File: src/rtl/ipt_pkg.sv
package ipt_pkg;
  typedef enum logic [1:0] {
    ST_IDLE = 2'd0,
    ST_WALK = 2'd1,
    ST_RESP = 2'd2
  } walk_state_t;
endpackage

File: src/rtl/ipt_hash.sv
module ipt_hash #(
  parameter int M     = 3,
  parameter int VPN_W = 8
) (
  input  logic [VPN_W-1:0] vpn,
  output logic [M-1:0]     idx
);
  localparam int PIECES = (VPN_W + M - 1) / M;
  localparam int PAD_W  = PIECES * M;

  logic [PAD_W-1:0] padded;
  logic [M-1:0]     partial [PIECES+1];

  assign padded     = PAD_W'(vpn);
  assign partial[0] = '0;

  for (genvar g = 0; g < PIECES; g++) begin : g_fold
    assign partial[g+1] = partial[g] ^ padded[g*M +: M];
  end

  assign idx = partial[PIECES];
endmodule

File: src/rtl/ipt_table.sv
module ipt_table #(
  parameter int M     = 3,
  parameter int VPN_W = 8,
  parameter int PID_W = 4
) (
  input  logic             clk,
  input  logic             rst_n,
  input  logic             wr_en,
  input  logic [M-1:0]     wr_idx,
  input  logic [VPN_W-1:0] wr_vpn,
  input  logic [PID_W-1:0] wr_pid,
  input  logic             wr_valid,
  input  logic             wr_dirty,
  input  logic             wr_link_en,
  input  logic [M-1:0]     wr_link,
  input  logic [M-1:0]     rd_idx,
  output logic [VPN_W-1:0] rd_vpn,
  output logic [PID_W-1:0] rd_pid,
  output logic             rd_valid,
  output logic             rd_dirty,
  output logic             rd_link_en,
  output logic [M-1:0]     rd_link
);
  localparam int DEPTH = 1 << M;

  logic [VPN_W-1:0] vpn_r     [DEPTH];
  logic [PID_W-1:0] pid_r     [DEPTH];
  logic             valid_r   [DEPTH];
  logic             dirty_r   [DEPTH];
  logic             link_en_r [DEPTH];
  logic [M-1:0]     link_r    [DEPTH];

  always_ff @(posedge clk) begin
    if (!rst_n) begin
      for (int i = 0; i < DEPTH; i++) begin
        vpn_r[i]     <= '0;
        pid_r[i]     <= '0;
        valid_r[i]   <= 1'b0;
        dirty_r[i]   <= 1'b0;
        link_en_r[i] <= 1'b0;
        link_r[i]    <= '0;
      end
    end else if (wr_en) begin
      vpn_r[wr_idx]     <= wr_vpn;
      pid_r[wr_idx]     <= wr_pid;
      valid_r[wr_idx]   <= wr_valid;
      dirty_r[wr_idx]   <= wr_dirty;
      link_en_r[wr_idx] <= wr_link_en;
      link_r[wr_idx]    <= wr_link;
    end
  end

  assign rd_vpn     = vpn_r[rd_idx];
  assign rd_pid     = pid_r[rd_idx];
  assign rd_valid   = valid_r[rd_idx];
  assign rd_dirty   = dirty_r[rd_idx];
  assign rd_link_en = link_en_r[rd_idx];
  assign rd_link    = link_r[rd_idx];
endmodule

File: src/rtl/ipt_walk_ctrl.sv
module ipt_walk_ctrl
  import ipt_pkg::*;
#(
  parameter int M     = 3,
  parameter int VPN_W = 8,
  parameter int PID_W = 4,
  parameter int OFF_W = 4
) (
  input  logic               clk,
  input  logic               rst_n,
  input  logic               req_valid,
  output logic               req_ready,
  input  logic [VPN_W-1:0]   req_vpn,
  input  logic [PID_W-1:0]   req_pid,
  input  logic [OFF_W-1:0]   req_off,
  input  logic [M-1:0]       start_idx,
  output logic               rsp_valid,
  input  logic               rsp_ready,
  output logic               rsp_fault,
  output logic [M+OFF_W-1:0] rsp_addr,
  output logic               rsp_dirty,
  output logic [M-1:0]       rd_idx,
  input  logic [VPN_W-1:0]   ent_vpn,
  input  logic [PID_W-1:0]   ent_pid,
  input  logic               ent_valid,
  input  logic               ent_dirty,
  input  logic               ent_link_en,
  input  logic [M-1:0]       ent_link
);
  localparam logic [M-1:0] LAST_STEP = {M{1'b1}};

  walk_state_t      state;
  logic [M-1:0]     cur_q;
  logic [M-1:0]     steps_q;
  logic [VPN_W-1:0] vpn_q;
  logic [PID_W-1:0] pid_q;
  logic [OFF_W-1:0] off_q;
  logic             fault_q;
  logic             dirty_q;
  logic             hit;

  assign hit = ent_valid && (ent_vpn == vpn_q) && (ent_pid == pid_q);

  always_ff @(posedge clk) begin
    if (!rst_n) begin
      state   <= ST_IDLE;
      cur_q   <= '0;
      steps_q <= '0;
      vpn_q   <= '0;
      pid_q   <= '0;
      off_q   <= '0;
      fault_q <= 1'b0;
      dirty_q <= 1'b0;
    end else begin
      unique case (state)
        ST_IDLE: begin
          if (req_valid) begin
            vpn_q   <= req_vpn;
            pid_q   <= req_pid;
            off_q   <= req_off;
            cur_q   <= start_idx;
            steps_q <= '0;
            state   <= ST_WALK;
          end
        end
        ST_WALK: begin
          if (hit) begin
            fault_q <= 1'b0;
            dirty_q <= ent_dirty;
            state   <= ST_RESP;
          end else if (!ent_link_en || steps_q == LAST_STEP) begin
            fault_q <= 1'b1;
            dirty_q <= 1'b0;
            state   <= ST_RESP;
          end else begin
            cur_q   <= ent_link;
            steps_q <= steps_q + 1'b1;
          end
        end
        ST_RESP: begin
          if (rsp_ready) state <= ST_IDLE;
        end
        default: state <= ST_IDLE;
      endcase
    end
  end

  assign req_ready = (state == ST_IDLE);
  assign rsp_valid = (state == ST_RESP);
  assign rsp_fault = fault_q;
  assign rsp_dirty = dirty_q;
  assign rsp_addr  = fault_q ? '0 : {cur_q, off_q};
  assign rd_idx    = cur_q;
endmodule

File: src/rtl/ipt_walker.sv
module ipt_walker #(
  parameter int M     = 3,
  parameter int VPN_W = 8,
  parameter int PID_W = 4,
  parameter int OFF_W = 4
) (
  input  logic               clk,
  input  logic               rst_n,
  input  logic               req_valid,
  output logic               req_ready,
  input  logic [VPN_W-1:0]   req_vpn,
  input  logic [PID_W-1:0]   req_pid,
  input  logic [OFF_W-1:0]   req_off,
  output logic               rsp_valid,
  input  logic               rsp_ready,
  output logic               rsp_fault,
  output logic [M+OFF_W-1:0] rsp_addr,
  output logic               rsp_dirty,
  input  logic               tbl_wr_en,
  input  logic [M-1:0]       tbl_wr_idx,
  input  logic [VPN_W-1:0]   tbl_wr_vpn,
  input  logic [PID_W-1:0]   tbl_wr_pid,
  input  logic               tbl_wr_valid,
  input  logic               tbl_wr_dirty,
  input  logic               tbl_wr_link_en,
  input  logic [M-1:0]       tbl_wr_link
);
  logic [M-1:0]     start_idx;
  logic [M-1:0]     rd_idx;
  logic [VPN_W-1:0] ent_vpn;
  logic [PID_W-1:0] ent_pid;
  logic             ent_valid;
  logic             ent_dirty;
  logic             ent_link_en;
  logic [M-1:0]     ent_link;

  ipt_hash #(.M(M), .VPN_W(VPN_W)) u_hash (
    .vpn (req_vpn),
    .idx (start_idx)
  );

  ipt_table #(.M(M), .VPN_W(VPN_W), .PID_W(PID_W)) u_table (
    .clk        (clk),
    .rst_n      (rst_n),
    .wr_en      (tbl_wr_en),
    .wr_idx     (tbl_wr_idx),
    .wr_vpn     (tbl_wr_vpn),
    .wr_pid     (tbl_wr_pid),
    .wr_valid   (tbl_wr_valid),
    .wr_dirty   (tbl_wr_dirty),
    .wr_link_en (tbl_wr_link_en),
    .wr_link    (tbl_wr_link),
    .rd_idx     (rd_idx),
    .rd_vpn     (ent_vpn),
    .rd_pid     (ent_pid),
    .rd_valid   (ent_valid),
    .rd_dirty   (ent_dirty),
    .rd_link_en (ent_link_en),
    .rd_link    (ent_link)
  );

  ipt_walk_ctrl #(.M(M), .VPN_W(VPN_W), .PID_W(PID_W), .OFF_W(OFF_W)) u_ctrl (
    .clk         (clk),
    .rst_n       (rst_n),
    .req_valid   (req_valid),
    .req_ready   (req_ready),
    .req_vpn     (req_vpn),
    .req_pid     (req_pid),
    .req_off     (req_off),
    .start_idx   (start_idx),
    .rsp_valid   (rsp_valid),
    .rsp_ready   (rsp_ready),
    .rsp_fault   (rsp_fault),
    .rsp_addr    (rsp_addr),
    .rsp_dirty   (rsp_dirty),
    .rd_idx      (rd_idx),
    .ent_vpn     (ent_vpn),
    .ent_pid     (ent_pid),
    .ent_valid   (ent_valid),
    .ent_dirty   (ent_dirty),
    .ent_link_en (ent_link_en),
    .ent_link    (ent_link)
  );
endmodule

File: config.mk
export PLATFORM = sky130hd
export DESIGN_NAME = ipt_walker
export DESIGN_NICKNAME = d
export VERILOG_FILES = /design/src/rtl/ipt_pkg.sv /design/src/rtl/ipt_hash.sv /design/src/rtl/ipt_table.sv /design/src/rtl/ipt_walk_ctrl.sv /design/src/rtl/ipt_walker.sv
export SDC_FILE = /design/constraint.sdc
export NUM_CORES = 1
export LEC_CHECK = 0
export BUFFER_PORTS_ARGS = -buffer_cell sky130_fd_sc_hd__buf_4
export CAP_MARGIN = 20
export CORE_MARGIN = 2
export CORE_UTILIZATION = 41
export DETAILED_ROUTE_END_ITERATION = 7
export SYNTH_ARGS = -nofsm -noshare
export SYNTH_HDL_FRONTEND = slang
export SYNTH_SLANG_ARGS = --single-unit
File: constraint.sdc
create_clock -name clk -period 7.6 [get_ports clk]
set_input_delay 0.38 -clock clk [delete_from_list [all_inputs] [get_ports clk]]
set_output_delay 0.38 -clock clk [all_outputs]
set_load 0.01 [all_outputs]
# [After elaboration in Yosys (flattened, before gate mapping)]
# Memory sizes are Yosys's and may differ from the RTL's. A register that Yosys moved wholly into a read port is not among the register bits.
# Cells that the tools add are included.
[word_totals] register_bits=26 ramBits=144 elab_cells=96 memories=6
[op_classes] addsub=1 eq_ne=10 n_mux=52 bitwise_logic=2 reduce_logical=17
[memory_table] name="u_table.vpn_r" words=8 width=8 rd=1 rd_ports_with_merged_regs=1 write_ports=8 line_no="ipt_table.sv:26" rtl="logic [VPN_W-1:0] vpn_r [DEPTH];"
[memory_table] name="u_table.pid_r" words=8 width=4 rd=1 rd_ports_with_merged_regs=1 write_ports=8 line_no="ipt_table.sv:27" rtl="logic [PID_W-1:0] pid_r [DEPTH];"
[memory_table] name="u_table.link_r" words=8 width=3 rd=1 rd_ports_with_merged_regs=1 write_ports=8 line_no="ipt_table.sv:31" rtl="logic [M-1:0] link_r [DEPTH];"
[memory_table] name="u_table.dirty_r" words=8 width=1 rd=1 rd_ports_with_merged_regs=1 write_ports=8 line_no="ipt_table.sv:29" rtl="logic dirty_r [DEPTH];"
[memory_table] name="u_table.link_en_r" words=8 width=1 rd=1 rd_ports_with_merged_regs=1 write_ports=8 line_no="ipt_table.sv:30" rtl="logic link_en_r [DEPTH];"
[memory_table] name="u_table.valid_r" words=8 width=1 rd=1 rd_ports_with_merged_regs=1 write_ports=8 line_no="ipt_table.sv:28" rtl="logic valid_r [DEPTH];"
[op_table] op="$mux 3" n=25
[op_table] op="$mux 1" n=17
[op_table] op="$pmux 3 s2" n=2
[op_table] op="$eq 8x8->1" n=1
[op_table] op="$mux 2" n=4
[op_table] op="$mux 8" n=1
[op_table] op="$reduce_or 8->1" n=1
[op_table] op="$mux 7" n=1
[op_table] op="$ne 2x2->1 const B" n=3
[op_table] op="$pmux 2 s3" n=1
[op_table] op="$eq 4x4->1" n=1
[op_table] op="$mux 4" n=1
[op_table] op="$reduce_and 2->1" n=2
[op_table] op="$reduce_and 4->1" n=1
[op_table] op="$reduce_bool 2->1" n=2
[op_table] op="$reduce_or 4->1" n=1
[op_table] op="$add 3x1->3 const B" n=1
[op_table] op="$eq 3x3->1 const B" n=1
[op_table] op="$ne 3x1->1 const B" n=1
[op_table] op="$reduce_and 3->1" n=1
[op_table] op="$reduce_or 1->1" n=3
[op_table] op="$reduce_or 3->1" n=1
[op_table] op="$xor 3x2->3" n=1
[op_table] op="$xor 3x3->3" n=1
[op_table] op="other kinds (7)" n=8

# [Depth between registers and ports, before layout]
# Gate-level depths: netlist of the first run.
[depth] depth_word=7 depth_mapped=10 mapped_depth_nobuf=8

# [Modules after synthesis]
# A second synthesis of the first run with hierarchy kept.
[unflattened] hier_cells=577 area_unflattened_um2=7903.8
[by_module_without_submodules] module="ipt_table" n_inst=1 cells_per_inst=426 area_each_um2=6602.6
[by_module_without_submodules] module="ipt_walk_ctrl" n_inst=1 cells_per_inst=148 area_each_um2=1244.9
[by_module_without_submodules] module="ipt_hash" n_inst=1 cells_per_inst=3 area_each_um2=56.3

# [Worst setup path before layout of the first run]
# Ideal clock, no wire load.
[synth_path] kind="register -> register" from="register (tool-made name)" to="register u_ctrl.steps_q[0]" setup_time_ps=115 arrival_ps=2716 path_slack_ps=4769 stages_incl_launch_ff=11 path_buffers=2 period_less_slack_ps=2831 path_cell_list="dfxtp_1 -> buf_2 -> buf_2 -> mux4_2 -> mux2i_1 -> xor2_1 -> nand4_1 -> or4_4 -> o21a_4 -> and3b_1 -> a31o_1"
[synth_lines] element="end signal: assignment" line_no="ipt_walk_ctrl.sv:77" rtl="steps_q <= steps_q + 1'b1;"
[synth_lines] element="end: declaration" line_no="ipt_walk_ctrl.sv:34" rtl="logic [M-1:0] steps_q;"

==> results of run 1 <==
## placed cells by master (no fill, tap or decap), drive strengths merged, types with 3 or more instances in the layout
cell type / count
clkinv: 11
nor2: 13
mux2i: 25
xnor2: 10
nor2b: 11
mux2: 9
nand3: 5
o21a: 3
and2: 121
dfxtp: 53
xor2: 6
buf: 65
a21boi: 17
nand2: 98
o22ai: 4
nor3: 4
nand2b: 6
mux4: 28
clkbuf: 18
o21ai: 38
edfxtp: 120
## sequential cells by signal (all words and copies together), names as in the netlist, 2 cells and up, named ones only
| signal | flops |
|---|---|
| u_table.vpn_r | 64 |
| u_table.pid_r | 32 |
| u_table.link_r | 24 |
| u_ctrl.vpn_q | 8 |
| u_table.dirty_r | 8 |
| u_table.link_en_r | 8 |
| u_table.valid_r | 8 |
| u_ctrl.off_q | 4 |
| u_ctrl.pid_q | 4 |
| u_ctrl.rd_idx | 3 |
| u_ctrl.steps_q | 3 |
| u_ctrl.state | 2 |
## synth_stat cells (all sizes together) (3+ instances only)
master and count:
a21boi 17, and2 121, buf 10, clkbuf 29, dfxtp 53, edfxtp 120
mux2 9, mux2i 25, mux4 28, nand2 98, nand2b 6, nand3 5
nor2 13, nor2b 11, nor3 4, o21a 3, o21ai 38, o22ai 4
xnor2 10, xor2 6
## metal layers
metal | routed length [um] | share of wire [%] | vias to the layer above | global-route usage (%)
met3 | 852 | 4.7 | 11 | 3.937
li1 | - | - | 2308 | -
met5 | 0 | 0 | - | 0
met2 | 8941 | 49 | 128 | 31.60
met1 | 8262 | 45 | 2344 | 25.40
met4 | 137 | 0.75 | 0 | 4.377
## worst min-delay path by stage
stage	start	to	cells past startpoint
floorplan	u_table.valid_r[1]	u_table.valid_r[1]	2
global placement	u_table.valid_r[3]	u_table.valid_r[3]	2
detailed placement	u_table.valid_r[3]	u_table.valid_r[3]	2
CTS	tbl_wr_link_en	u_table.link_en_r[2]	3
global route	req_off[2]	u_ctrl.off_q[2]	3
finish	tbl_wr_dirty	u_table.dirty_r[5]	3
## critical path, delay by kind of cell, from the launching register on
kind                      cells  cell delay (ps)
AOI/OAI and AO/OA             2              440
xor gates and xnor gates      1              180
DFF                           1              990
muxes                         2              890
and+or+nand+nor               3              860
## cells by family after synthesis
logic type               share of synthesized area (%)
AO/OA/AOI/OAI                                    5.420
XOR/XNOR                                         1.780
adder cells (fa/ha/maj)                         0.3179
buffers and inverters                            2.464
flip-flops                                       59.26
multiplexers                                     13.05
AND/OR/NAND/NOR                                  17.71
## power groups by stage
stage	clock (uW)	sequential [uW]	combinational, uW
global route	845	1090	245
global placement	0	1110	225
floorplan	0	1090	157
finish	795	1090	225
detailed placement	0	1110	227
CTS	804	1090	227
## area by class of cell
cell class / count / area [sq um]
Tap cell: 234 / 292.8
Multi-Input combinational cell: 412 / 3038
Timing Repair Buffer: 65 / 506.7
Fill cell: 1654 / 9724
Clock buffer: 18 / 429.2
Inverter: 2 / 7.507
Sequential cell: 173 / 4667
Clock inverter: 13 / 102.6
## metrics by stage
stage	hold slack [ps]	total power [uW]	cell area (sq um)	setup slack (ps)
after floorplan	431.2	1250	7871	4769
after global placement	440.2	1331	8471	4086
after detailed placement	449.0	1336	8486	4059
after CTS	204.7	2120	9017	4052
after global routing	214.3	2183	9044	3898
final	213.1	2107	9044	4099
==> impl_results.md, run 1 <==
* Status: finished clean
* Cells after DPL at 884
* Pwr Density at 233.0 nW/um^2
* Resize count post-CTS at 0
* Ant diodes at 0
* Total GRT Usage at roughly a fifth
* Postcts setup bufs at 0
* Clock group share of total power at between 30% and 40%
* Final Hold Fails at 0
* Final period utilization at 46.06%
* CTS Root Cell: clkbuf_16
* Crit path launch type: flop
* Slowest CP cell: dfxtp_2
* Drt wl/cell at 19.84 um
* Reg-to-reg endpoint: u_ctrl.steps_q[0]
* CP max stage delay at 990 ps
* First-pass GRT wire length at 28.22 mm
* IO buf count at 52
* CP cell instances: mux4_1 -> mux2i_1 -> xor2_1 -> nand4_1 -> or4_4 -> o21a_4 -> and3b_1 -> a31o_1
* Yosys top cell by area: edfxtp_1
* Max-slew violation count at 0
* FP Rows at 50
* Minimum clock period at approximately 3500 ps
* Pre-Repair DR Iteration Count at 4
* Drt initial violations at 258
* Number of synthesized flops with an enable pin at 120
* R2r setup slk at 4100 ps
* RSZ-0062 raised after global routing: no
* Kind of critical path: reg -> reg
* Die boundary height at 142.6 um
* Top cell type's share of synthesized area at 45.78%
* Synth cell types at 40
* Worst vdd ir at 115.7 uV
* Sequential share of the synthesized area at 59.26%
* Nets at 715
* MaxCap Viol Count at 0
* Vias/cell at 5.225
* Leakage at about 0.0033 uW
* CORE AREA at 18770 sq um
* Syn. warnings at 0
* Combinational power share at roughly a tenth
* Endpoints failing setup at 0
* GPL Wtd Cong at ~0.75
* Clock latency at the later pin of the worst-skew pair at 420 ps
* Critical Path RT at 7910 ps
* Drt total wl at 18.19 mm
* Pint at 1610 uW
* Crit Path Max Fanout at 30
* Crit path to: u_ctrl.steps_q[0]
* Placed wire-length estimate at 11.06 mm
* Largest net degree at the start of global routing at 67
* CP Data Arrival Time at 3820 ps
* Clock buffer depth at 2
* Non-Filler Instances at 917
* Async SR Flop Fraction at 0%
* Fin Clk Skew at around 6.8 ps
* Switching pwr at 497.6 uW
* Initial Util at 41.94%
* Critical path capture point type: flop
* Worst Reg-to-Reg Cells at 8
* Setup TNS at 0 ps
* Remaining antenna violation count at 0
* Utilization after layout at 48.19%
* CTS Sinks at 173
* Die area at 20320 sq um
* DRC at 0
* Syn avg cell area at around 13 sq um
* CTS tree: yes
* Switching share of total power at 23.61%
* Vias in the first global route at around 4900
* Total grt overflow at 0
* Worst Max-Slew Pin Slew at roughly 1100 ps
* Mapped Area at 7871 sq um
* Synth Register Bits at 173
* P&R area growth vs syn at 14.89%
* CTS H-tree lvls at 4
* Die width at roughly 140 um
* Share of layout cells above drive strength 1 at a little under a fifth
* Syn_nets at 670
* Initial antenna violation count at 0
* Top Ports at 53
* Predominant post-synthesis flop cell: edfxtp_1
* Power share of the sequential group at 51.6%
* Synth area leaders: edfxtp_1, dfxtp_1, and2_1
* Vias at approximately 4800
* Hold Crit Class: in -> reg
* Clock Pin Slew Worst Setup and Hold Paths at 60 ps
* Mapped Cells at 626
* Achievable Freq at 285.7 MHz
* Number of buffers created by CTS at 17
* Slew Limit Headroom at 26.09%
* # hold bufs at CTS at 0
(Power assumes the default switching activity.)
==> inputs of run 2 (changes only) <==
- clock period: 7.6 -> 3 ns (I/O delays scaled with it)
==> run 2 against run 1 <==
Net effect:
- power grew to 2.6 times the previous value
- hold slack got worse by 190 ps
- critical path type unchanged
- die area stayed put
- global-route usage rose by 0.53 points
- highest routed layer unchanged
- via count grew 2.9%
- setup slack worse by 4000 ps
- clock power rose to 2.7 times the previous value
- sequential cell count stayed put
- non-clock buffer count grew 36
==> impl_results.md, run 2 (synthesized netlist as in run 1, its figures left out) <==
* Utilization after layout at 50.20%
* Most frequent cells in the layout: and2_1, edfxtp_1, nand2_1, buf_4, dfxtp_1
* Remaining antenna violation count at 0
* Area of the multi-input gates at 3023 sq um
* Total GRT Usage at slightly below 20%
* Die area at 20320 sq um
* Kind of critical path: reg -> reg
* Share of layout cells above drive strength 1 at a little over a fifth
* Worst vdd ir at approximately 380 uV
* Vias in the first global route at 4963
* Clock group share of total power at roughly two fifths
* CTS tree: yes
* Crit Path Max Fanout at 12
* Switching share of total power at 23.68%
* Critical Path RT at 3340 ps
* Drt initial violations at 415
* First-pass GRT wire length at just under 30 mm
* Hold path start: req_vpn[3]
* Clock Pin Slew Worst Setup and Hold Paths at 60 ps
* Die boundary height at 142.6 um
* DR WL met3 at 960 um
* CTS Root Cell: clkbuf_16
* Pint at between 4000 and 5000 uW
* Critical path capture point type: flop
* CTS H-tree lvls at 4
* Ant diodes at 0
* Number of buffers created by CTS at 17
* Nets at 751
* DR top layer: met4
* Pre-Repair DR Iteration Count at 4
* Initial antenna violation count at 0
* Initial Util at 41.94%
* CP Data Arrival Time at 3220 ps
* Fin Clk Skew at 9.869 ps
* Placed wire-length estimate at between 10 and 15 mm
* CTS Sinks at about 170
* Clock latency at the later pin of the worst-skew pair at 430 ps
* Status: finished clean
* Crit path launch type: flop
* Switching pwr at 1312 uW
* GPL Wtd Cong at 0.7737
* Drt total wl at 18.69 mm
* Post-DP Area at between 8000 and 9000 sq um
* Pre-CTS setup slack at ~53 ps
* Combinational power share at 11.9%
* Final Instance Area at 9422 sq um
* DRC at 0
* Worst Reg-to-Reg Cells at 9
* Endpoints failing setup at 0
* WL met2 at 9.106 mm
* Pwr Density at 588.0 nW/um^2
* IO buf count at 52
* Worst hold slack at roughly 26 ps
* Drt wl/cell at around 20 um
* Die width at 142.6 um
* CORE AREA at around 19000 sq um
* MaxCap Viol Count at 0
* Power share of the sequential group at 49.5%
* Final Hold Fails at 0
* Met1 wire length at 8.472 mm
* Most common cell after layout, fill and taps aside: and2_1
* Final period utilization at 95.93%
* Biggest regs: u_table.vpn_r x64, u_table.pid_r x32, u_table.link_r x24
* Achievable Freq at 347.5 MHz
* Register area at 4669 sq um
* R2r setup slk at 120 ps
* Clock buffer depth at 2
* Slew Limit Headroom at about half
* Minimum clock period at ~2900 ps
* Top Ports at 53
* Setup ws final at 122.0 ps
* P&R area growth vs syn at 19.69%
* Number of filler cells placed in the layout at 1645
* Largest net degree at the start of global routing at 57
* Top reg by flops: u_table.vpn_r
* Worst Max-Slew Pin Slew at 746.6 ps
* Total grt overflow at 0
* Vias at 4930
* Hold Crit Class: in -> reg
* Leakage at approximately 0.0035 uW
* Vias/cell at 5.168
* Max-slew violation count at 0
* Final Power at 5540 uW
* FP Rows at 50
* Largest register FFs at 64
run 2: cell count changes in the layout (fill, tap and decap cells not counted), moves of 3 or more:
cell	before	now
buf_12	0	4
buf_4	62	79
clkinv_1	4	1
clkinvlp_4	2	5
dlygate4sd3_1	0	17
nor2_1	6	12
nor2_2	6	0
run 2: worst max-delay path: stages (launching register included):
cell	delay, ps
dfxtp_4	390
buf_12	150
mux4_1	560
mux2i_2	190
xor2_1	170
nand4_1	110
or4_4	560
o21a_4	250
nor2_8	190
mux2i_1	220
run 2: per-layer routing:
metal  global-route usage [%]  vias to the layer above
li1                         -                     2377
met1                    26.85                     2406
met2                    31.30                      136
met3                    3.398                       11
met4                    6.201                        0
met5                        0                        -
run 2: worst min-delay path by stage:
| stage | endpoint | slack (ps) | cells after the start |
|---|---|---|---|
| 6_report | u_ctrl.vpn_q[3] | 30 | 3 |
| 5_1_grt | u_ctrl.vpn_q[1] | 20 | 3 |
| 4_1_cts | u_ctrl.vpn_q[3] | 6 | 3 |
| 3_5_place_dp | u_table.link_en_r[3] | 420 | 3 |
| 3_3_place_gp | u_table.dirty_r[0] | 410 | 3 |
| 2_1_floorplan | u_ctrl.off_q[1] | 290 | 2 |
run 2: final cells by class:
class                      count  area share (%)
clock buffer                  17           4.515
tap                          234           3.108
sequential                   173           49.56
multi-input combinational    412           32.08
clock inverter                15           1.580
inverter                       2         0.07968
timing repair buffer         101           9.070
run 2: repair_timing:
action / in CTS / in global routing
hold buffers: 17 / 0
setup buffers: 0 / 4
endpoints found under the hold margin: 37 / 0
resized for setup: 0 / 6
setup endpoints to repair: 0 / 9
run 2: stage by stage:
stage / instances / setup TNS [ps]
3_5_place_dp: 901 / 0
2_1_floorplan: 626 / 0
3_3_place_gp: 901 / 0
6_report: 954 / 0
5_1_grt: 954 / -16.97
4_1_cts: 950 / 0
run 2: power by group through the flow:
stage               Sequential (uW)  Combinational (uW)  Clock [uW]
floorplan                      2770                 398           0
detailed placement             2790                 626           0
global route                   2750                 715        2270
finish                         2740                 657        2140
CTS                            2740                 646        2180
global placement               2790                 620           0
==> inputs of run 3 (changes only) <==
- MAX_ROUTING_LAYER: default -> met4
- SETUP_SLACK_MARGIN: default -> 0.3
- SLEW_MARGIN: default -> 20
==> run 3 against run 2 <==
Net effect:
- utilization increased by 0.65 points
- die area unchanged
- critical path depth unchanged
- combinational power increased by 7.3%
- critical path type unchanged
- largest cell class unchanged
==> impl_results.md, run 3 (synthesized netlist as in run 1, its figures left out) <==
* Status: finished clean
* Share of layout cells above drive strength 1 at 23.55%
* Number of filler cells placed in the layout at 1577
* Top reg by flops: u_table.vpn_r
* Power share of the sequential group at 48.7%
* DRC at 0
* Slowest CP cell: mux4_2
* Initial antenna violation count at 0
* Initial Util at 41.94%
* Largest net degree at the start of global routing at 65
* Vias/cell at 5.272
* MaxCap Viol Count at 0
* Register area at 4669 sq um
* Slew Limit Headroom at around 26%
* Combinational power share at 12.5%
* Clock latency at the later pin of the worst-skew pair at about 430 ps
* Most common cell after layout, fill and taps aside: and2_1
* CTS H-tree lvls at 4
* Achievable Freq at 366.8 MHz
* Max-slew violation count at 0
* Die boundary height at 142.6 um
* Worst vdd ir at 386.5 uV
* Crit path top cell by count: mux2i_1
* Kind of critical path: reg -> reg
* Drt wl/cell at 20.26 um
* Minimum clock period at between 2000 and 3000 ps
* Final Hold Fails at 0
* First-pass GRT wire length at 29.68 mm
* Crit Path Max Fanout at 12
* Vias in the first global route at 5159
* Drt total wl at 19.45 mm
* CP cell instances: buf_12 -> mux4_2 -> mux2i_1 -> xor2_1 -> nand4_1 -> or4_4 -> o21a_4 -> nor2_8 -> mux2i_1
* IO buf count at 52
* Switching share of total power at about a quarter
* Setup TNS at 0 ps
* CP max stage delay at approximately 500 ps
* Area of the multi-input gates at 3047 sq um
* Drt initial violations at a little over 400
* CP Data Arrival Time at 3070 ps
* Critical Path RT at 3340 ps
* Pwr Density at 591.1 nW/um^2
* Placed wire-length estimate at 12.34 mm
* P&R area growth vs syn at 21.25%
* Ant diodes at 0
* Worst Max-Slew Pin Slew at 1112 ps
* Final period utilization at 90.88%
* Total grt overflow at 0
* Pre-Repair DR Iteration Count at 5
* CTS Root Cell: clkbuf_16
* RSZ-0062 raised after global routing: yes
* Critical path capture point type: flop
* Number of buffers created by CTS at 17
* GPL Wtd Cong at ~0.77
* Most frequent cells in the layout: and2_1, edfxtp_1, nand2_1, buf_4, dfxtp_1
* CTS tree: yes
* Hold Crit Class: in -> reg
* Biggest regs: u_table.vpn_r x64, u_table.pid_r x32, u_table.link_r x24
* Top Ports at 53
* Remaining antenna violation count at 0
* Crit path launch type: flop
* Die area at ~20000 sq um
* Switching pwr at 1367 uW
* Nets at 757
* Worst hold slack at ~8 ps
* Post-DP Area at between 8000 and 9000 sq um
* Total GRT Usage at about a fifth
* Final Instance Area at 9544 sq um
* Fin Clk Skew at about 11 ps
* Pint at 4275 uW
* CORE AREA at 18770 sq um
* FP Rows at 50
* Hold path start: req_vpn[5]
* Die width at 142.6 um
* Leakage at 0.003535 uW
* Clock group share of total power at 38.8%
* CTS Sinks at about 170
* Clock Pin Slew Worst Setup and Hold Paths at roughly 60 ps
* Endpoints failing setup at 0
* Vias at 5061
* Clock buffer depth at 2
* Largest register FFs at 64
run 3: cell count changes in the layout (fill, tap and decap cells not counted), moves of 3 or more:
cell           previous run  this run
buf_4                    79        87
dlygate4sd3_1            17        14
mux4_2                   18        22
mux4_1                   10         6
inv_6                     1         5
clkinv_2                  4         0
clkinvlp_4                5         2
run 3: metrics by stage:
stage | power [uW] | std cells | utilization, % | worst slack, ps
floorplan | 3171 | 626 | - | 355.0
global placement | 3405 | 903 | 45.99 | 187.8
detailed placement | 3418 | 903 | 45.99 | 135.2
CTS | 5652 | 956 | 50.59 | 210.3
global route | 5829 | 960 | 50.85 | 164.2
finish | 5642 | 960 | 50.85 | 273.7
run 3: final cells by class:
| type | instances | share of cell area, % |
|---|---|---|
| Inverter | 2 | 0.07866 |
| Multi-Input combinational cell | 412 | 31.92 |
| Clock buffer | 17 | 4.457 |
| Sequential cell | 173 | 48.93 |
| Timing Repair Buffer | 107 | 9.858 |
| Tap cell | 234 | 3.068 |
| Clock inverter | 15 | 1.691 |
run 3: metal layers:
layer / global-route usage [%] / routed length (um)
met2: 32.11 / 9171
met4: 7.608 / 568
met5: - / 0
met3: 3.869 / 1047
met1: 27.02 / 8658
run 3: final timing paths:
check        slack (ps)  cells past startpoint              endpoint
max                 270                      9                  flop
max reg2reg         270                      9                  flop
min reg2reg         460                      2  u_table.link_en_r[5]
min                   8                      3       u_ctrl.vpn_q[5]
run 3: what timing repair did:
item,CTS,global route
pin swaps,3,4
endpoints found under the setup margin,10,12
gates resized for setup,16,10
setup buffers,4,4
cloned,3,0
hold endpoints to repair,33,0
hold buffers,14,0
run 3: worst max-delay path: cells and delay by family (launching register included):
kind                      cells  cell delay [ps]
muxes                         3              900
and+or+nand+nor               3              740
DFF                           1              380
AOI/OAI and AO/OA             1              250
xor gates and xnor gates      1              200
buffers and inverters         1              160
run 3: power groups by stage:
| stage | registers [uW] | clock network [uW] | logic [uW] |
|---|---|---|---|
| 4_1_cts | 2750 | 2210 | 691 |
| 3_3_place_gp | 2790 | 0 | 617 |
| 3_5_place_dp | 2790 | 0 | 625 |
| 6_report | 2750 | 2190 | 705 |
| 5_1_grt | 2760 | 2310 | 759 |
| 2_1_floorplan | 2770 | 0 | 401 |
